<file path="config.mk">
export PLATFORM = sky130hd
export DESIGN_NAME = burst_addr_seq
export DESIGN_NICKNAME = d
export VERILOG_FILES = /design/src/rtl/bas_pkg.sv /design/src/rtl/bas_beat_ctr.sv /design/src/rtl/bas_order_map.sv /design/src/rtl/burst_addr_seq.sv
export SDC_FILE = /design/constraint.sdc
export NUM_CORES = 1
export LEC_CHECK = 0
export ABC_AREA = 1
export BUFFER_PORTS_ARGS = -buffer_cell sky130_fd_sc_hd__buf_4
export CORE_ASPECT_RATIO = 1.25
export CORE_MARGIN = 8
export CORE_UTILIZATION = 35
export DETAILED_ROUTE_END_ITERATION = 10
export PLACE_DENSITY_LB_ADDON = 0.15
export SKIP_CTS_REPAIR_TIMING = 1
export SKIP_LAST_GASP = 1
export SYNTH_ARGS = -nofsm -noshare
export SYNTH_HDL_FRONTEND = slang
export SYNTH_SLANG_ARGS = --single-unit
</file>
<file path="constraint.sdc">
create_clock -name clk -period 1.6 [get_ports clk]
set_input_delay 0.16 -clock clk [delete_from_list [all_inputs] [get_ports clk]]
set_output_delay 0.16 -clock clk [all_outputs]
set_load 0.02 [all_outputs]
</file>
<file path="src/rtl/bas_pkg.sv">
`timescale 1ns/1ps
package bas_pkg;
  typedef enum logic {
    ORD_LINEAR     = 1'b0,
    ORD_INTERLEAVE = 1'b1
  } burst_order_e;
endpackage

</file>
<file path="src/rtl/bas_beat_ctr.sv">
`timescale 1ns/1ps
module bas_beat_ctr #(
  parameter int CNT_W = 2
) (
  input  logic             clk,
  input  logic             rst_n,
  input  logic             en,
  input  logic             clr,
  output logic [CNT_W-1:0] cnt
);
  logic [CNT_W-1:0] cnt_q, cnt_d;

  always_comb begin
    cnt_d = cnt_q;
    if (clr)     cnt_d = '0;
    else if (en) cnt_d = cnt_q + CNT_W'(1);
  end

  always_ff @(posedge clk or negedge rst_n) begin
    if (!rst_n) cnt_q <= '0;
    else        cnt_q <= cnt_d;
  end

  assign cnt = cnt_q;

  // one step per advance, wrapping modulo the burst length
  p_count_step_r3: assert property (@(posedge clk) disable iff (!rst_n)
    (en && !clr) |=> (cnt == CNT_W'($past(cnt) + 1'b1)));
  // a clear restarts the beat at zero
  p_count_clear_r2: assert property (@(posedge clk) disable iff (!rst_n)
    clr |=> (cnt == '0));
endmodule

</file>
<file path="src/rtl/bas_order_map.sv">
`timescale 1ns/1ps
module bas_order_map
  import bas_pkg::*;
#(
  parameter int CNT_W = 2
) (
  input  logic [CNT_W-1:0] start_lo,
  input  logic [CNT_W-1:0] beat,
  input  burst_order_e     order,
  output logic [CNT_W-1:0] lo_out
);
  logic [CNT_W-1:0] xor_lo, sum_lo;

  genvar b;
  generate
    for (b = 0; b < CNT_W; b++) begin : g_xor
      assign xor_lo[b] = start_lo[b] ^ beat[b];
    end
  endgenerate

  assign sum_lo = start_lo + beat;

  always_comb begin
    unique case (order)
      ORD_INTERLEAVE: lo_out = xor_lo;
      default:        lo_out = sum_lo;
    endcase
  end

  // beat zero always maps to the starting offset in either order
  always_comb begin
    if (beat == '0) a_beat0_r4: assert (lo_out == start_lo);
  end
endmodule

</file>
<file path="src/rtl/burst_addr_seq.sv">
`timescale 1ns/1ps
module burst_addr_seq
  import bas_pkg::*;
#(
  parameter int ADDR_W     = 17,
  parameter int BURST_BITS = 2
) (
  input  logic              clk,
  input  logic              rst_n,
  input  logic              suspend,
  input  logic              adv,
  input  logic              ilv_sel,
  input  logic              chip_sel,
  input  logic [ADDR_W-1:0] ext_addr,
  output logic [ADDR_W-1:0] arr_addr
);
  localparam int UP_W = ADDR_W - BURST_BITS;

  logic [ADDR_W-1:0]     base_q, base_d;
  logic                  active_q, active_d;
  logic                  load_evt, step_evt;
  logic [BURST_BITS-1:0] beat, lo_bits;
  burst_order_e          order;

  assign load_evt = !suspend && !adv;
  assign step_evt = !suspend && adv && active_q;
  assign order    = burst_order_e'(ilv_sel);

  always_comb begin
    base_d   = base_q;
    active_d = active_q;
    if (load_evt) begin
      base_d   = ext_addr;
      active_d = chip_sel;
    end
  end

  always_ff @(posedge clk or negedge rst_n) begin
    if (!rst_n) begin
      base_q   <= '0;
      active_q <= 1'b0;
    end else begin
      base_q   <= base_d;
      active_q <= active_d;
    end
  end

  bas_beat_ctr #(.CNT_W(BURST_BITS)) u_ctr (
    .clk  (clk),
    .rst_n(rst_n),
    .en   (step_evt),
    .clr  (load_evt),
    .cnt  (beat)
  );

  bas_order_map #(.CNT_W(BURST_BITS)) u_map (
    .start_lo(base_q[BURST_BITS-1:0]),
    .beat    (beat),
    .order   (order),
    .lo_out  (lo_bits)
  );

  assign arr_addr = {base_q[ADDR_W-1:BURST_BITS], lo_bits};

  // a load presents the external address on the next cycle
  p_load_r2: assert property (@(posedge clk) disable iff (!rst_n)
    (!suspend && !adv) |=> (arr_addr == $past(ext_addr)));
  // advancing never touches the upper bits
  p_upper_hold_r6: assert property (@(posedge clk) disable iff (!rst_n)
    (!suspend && adv) |=> (arr_addr[ADDR_W-1:BURST_BITS] == $past(arr_addr[ADDR_W-1:BURST_BITS])));
  // a suspended cycle changes nothing (mode is static)
  p_suspend_hold_r7: assert property (@(posedge clk) disable iff (!rst_n)
    (suspend && $stable(ilv_sel)) |=> $stable(arr_addr));
  // advancing while unselected changes nothing
  p_desel_hold_r8: assert property (@(posedge clk) disable iff (!rst_n)
    (!suspend && adv && !active_q && $stable(ilv_sel)) |=> $stable(arr_addr));
  // UP_W kept positive: at least one upper bit exists
  initial a_width_ok_r6: assert (UP_W > 0);
endmodule

</file>
## Yosys cells after proc, flatten, opt, wreduce, memory -nomap -nowiden

Cells that the tools add are included.

| word-level totals | value |
|---|---|
| flip-flop bits (word level) | 20 |
| latch bits | 0 |
| memory bits (writable) | 0 |
| memory bits (read-only) | 0 |
| input bits | 23 |
| output and inout bits | 17 |
| word-level logic and storage cells | 16 |
| memories kept | 0 |

| operators by class | value |
|---|---|
| add/sub/neg operators | 2 |
| multipliers | 0 |
| div/mod/pow operators | 0 |
| order comparisons | 0 |
| equality and inequality tests | 0 |
| shifts and indexed selects | 0 |
| mux-type cells | 3 |
| bitwise logic cells | 2 |
| reductions and logical operators | 6 |

Operators with widths:

| operator | number |
|---|---|
| two-way mux 2 bit | 3 |
| logical AND 1 bit | 3 |
| adder 2 x 1 -> 2 bit (second input constant) | 1 |
| adder 2 bit | 1 |
| logical NOT 1 bit | 2 |
| nonzero test 2 bit | 1 |
| bitwise XOR 1 bit | 2 |

## Depth between registers and ports, before layout

| depth | value |
|---|---|
| depth after elaboration | 5 |
| depth in mapped cells | 6 |

## Hierarchy

From an unflattened synthesis, not the netlist that was laid out.

| second synthesis, totals | value |
|---|---|
| cell total of the unflattened synthesis | 121 |
| area, all modules | 1014.7 um^2 |

By module, submodules not included:

| module | times used | cells an instance | area each (um^2) | seq. area each (um^2) |
|---|---|---|---|---|
| burst_addr_seq | 1 | 95 | 860.8 | 450.4 |
| bas_beat_ctr | 1 | 11 | 86.3 | 50.0 |
| bas_order_map | 1 | 15 | 67.6 | 0.0 |

## Worst setup path before layout

Ideal clock, no wire load.

| path | value |
|---|---|
| path kind | reg-to-output |
| start | register u_ctr.cnt_q[0] (netlist: u_ctr.cnt[0]) |
| end | output port arr_addr[1] |
| data arrival time | 0.888 ns |
| slack | 0.552 ns |
| cell stages (with the launch flop) | 7 |
| path buffers | 0 |
| cells stage by stage | dfrtp_1 > ha_1 > nand2_1 > inv_1 > nand2_1 > nand2_1 > inv_1 |

| on the way | value |
|---|---|
| longest elaborated chain between the ends | 2 |

Ends and longest elaborated chain:

| item | line | RTL |
|---|---|---|
| start: declaration | bas_beat_ctr.sv:11 | `logic [CNT_W-1:0] cnt_q, cnt_d;` |
| start signal: assignment | bas_beat_ctr.sv:21 | `else cnt_q <= cnt_d;` |
| adder 2 bit | bas_order_map.sv:21 | `assign sum_lo = start_lo + beat;` |
| two-way mux 2 bit | bas_order_map.sv:24 | `unique case (order)` |
| end: declaration | burst_addr_seq.sv:15 | `output logic [ADDR_W-1:0] arr_addr` |

Every way passes these cells.

## Worst setup path after layout

Ends and elaborated chain as after synthesis.

==> out/qor.csv <==
stage;metric;value;unit
floorplan;io-pin-count;40;
grt;grt_pass1_wl;3510;µm
sta;rsz0062_at_grt;no;
yosys;synth.mux.area_fraction;0;%
sta;finalHoldViolations;0;
floorplan;dieArea;4710;µm²
worst_setup_path;crit_family;flip-flops;
place;pre_cts_ws;0.454;ns
floorplan;fp.dieH;74.8;µm
sta;max_freq;677;MHz
clock_network;clkLatencyLatePin;0.30;ns
hold_path;hold_class;in2reg;
worst_setup_path;critPathBufInv;2;
final_layout;instances_no_fill;177;
routing;vias;743;
grt;antenna_found_initial;0;
floorplan;fp.coreArea;2650;µm²
yosys;synth_area_per_cell;8.34;µm²
place;hpwl;1540;µm
final_layout;nets;169;
yosys;syn_inst;116;
sta;max-slew-margin-rel;79.1;%
clock_network;cts_tree;built;
pwr;power_density;992;nW/µm²
yosys;yosys.area_share.simple;26.8;%
worst_setup_path;critPathMaxFanout;4;
pwr;ir_drop;382;µV
clock_network;clk_pin_slew_worst_paths;0.11;ns
clock_network;cts_max_path_buffers;2;
yosys;ys_seq_area_share;51.7;%
worst_setup_path;slowest_delay;0.43;ns
yosys;synth_seq_cells;20;
place;gp_congestion;0.685;
worst_setup_path;cp.required;1.44;ns
worst_setup_path;startpoint_type;flop;
final_layout;postLayoutCellArea;1190;µm²
grt;grtUsageTotal;9.19;%
yosys;yosysWarningCount;0;
grt;grt_overflow;0;
sta;period_share;92.3;%
clock_network;cts.root.buffer_cell;clkbuf_4;
floorplan;start_util;36.4;%
yosys;syn_nets;140;
pwr;total_power;1.19;mW
worst_setup_path;arrival;1.32;ns
sta;fin_skew;0.00124;ns
final_layout;fill_cells;282;
flow_run;maxCapViolations;0;
sta;min_period;1.48;ns
worst_setup_path;end_kind;output pin;
floorplan;rows;21;
clock_network;cts.sinks;20;
worst_setup_path;cp_slowest_cell;dfrtp_1;
final_layout;fin_util;45.0;%
sta;fin_setup_tns;0;ns
status;status;completed;
grt;grt_max_degree;21;
yosys;synth_top_family_by_area;simple AND/OR/NAND/NOR gates;
routing;ant_nets;0;
floorplan;die_w;63.0;µm
sta;slew_violations;0;
final_layout;final_layout_size_suffix_gt1_share;32.2;%
routing;post-route-drc-count;0;
worst_setup_path;crit_chain;ha_1 > nand2_1 > nand3_1 > nand2_1 > inv_1 > buf_4;
yosys;synth_compound_area_share;1.03;%
place;portBuffers;39;
final_layout;layout_commonest_cell;nand2_1;
clock_network;cts_buffers;3;
yosys;netlist_area;967;µm²
final_layout;syn_to_final_growth;23.5;%
routing;first_pass_iters;4;
routing;drt-initial-drc-count;39;
place;place_area;1160;µm²
sta;setup_ws;0.122;ns
place;dp_cells;173;
final_layout;diodes;0;
sta;whs;0.0513;ns
clock_network;cts.htree.levels;1;
grt;grt_pass1_vias;810;
yosys;synth_fa_ha_area_share;1.29;%
yosys;synth_xor_area_share;0;%
pwr;p_leak;0.705;nW
worst_setup_path;worstSetupPathType;reg2out;
routing;wire_per_inst;11.2;µm
sta;worst_pin_slew;0.312;ns
worst_setup_path;timing.critical_path.mode_cell;nand2_1;
final_layout;final_cell_mix;nand2_1 (61), buf_4 (41), dfrtp_1 (20);
sta;setup_violations;0;
yosys;synth_cell_types;14;
routing;wl;1990;µm
routing;vias_per_cell;4.20;
==> report_power, final <==
part	leakage (nW)	internal (mW)	switching [mW]
clock network	0.0138	0.0876	0.142
registers	0.249	0.570	0.0401
logic	0.442	0.157	0.189
==> kinds of logic after synthesis <==
logic type,Yosys count
flip-flops,20
buffers and inverters,26
adder cells (fa/ha/maj),1
AO/OA/AOI/OAI,2
AND/OR/NAND/NOR,67
==> layer usage <==
metal	vias to the layer above	track usage [%]	share of wire [%]
li1	386	-	-
met1	319	10.2	46
met2	33	14.3	41
met3	5	4.32	11
met4	0	5.33	2.0
met5	-	0	0
==> Yosys cell counts <==
cell type	instances	share of area [%]
o21ai_0	1	0.52
nand2_1	61	24
ha_1	1	1.3
a21oi_1	1	0.52
inv_1	7	2.7
buf_12	1	2.1
dfrtp_1	20	52
buf_4	15	12
nor2_1	2	0.78
nand3_1	2	1.0
buf_6	2	2.3
nor2_2	1	0.65
nand4_1	1	0.65
inv_2	1	0.39
==> sequential cells by signal (all words and copies together), names as in the netlist <==
name and flops:
base_q 17, active_q 1, u_ctr.cnt 2
==> path summary, 6_finish.rpt <==
| kind | startpoint | to | slack, ns | cells after the start |
|---|---|---|---|---|
| hold / removal | ext_addr[9] | base_q[9] | 0.05 | 3 |
| setup / recovery | u_ctr.cnt[0] | arr_addr[1] | 0.12 | 6 |
| hold reg to reg | base_q[8] | base_q[8] | 0.48 | 2 |
| min in group asynchronous | rst_n | base_q[1] | 0.26 | 2 |
| setup reg to reg | u_ctr.cnt[0] | u_ctr.cnt[1] | 0.83 | 4 |
| max in group asynchronous | rst_n | base_q[12] | 1.12 | 2 |
==> layout make-up <==
type / instances / area (µm²) / share of cell area [%]
Timing Repair Buffer: 42 / 318 / 26.6
Clock buffer: 3 / 22.5 / 1.88
Sequential cell: 20 / 500 / 41.9
Inverter: 8 / 30.0 / 2.51
Tap cell: 34 / 42.5 / 3.56
Multi-Input combinational cell: 70 / 282 / 23.6
==> worst register-to-register path, stage by stage, from the launching register on <==
cell and delay [ns]:
dfrtp_1 0.43, nand3_1 0.11, nand2_1 0.05, inv_1 0.05, nor2_1 0.04
(Power assumes the default switching activity.)
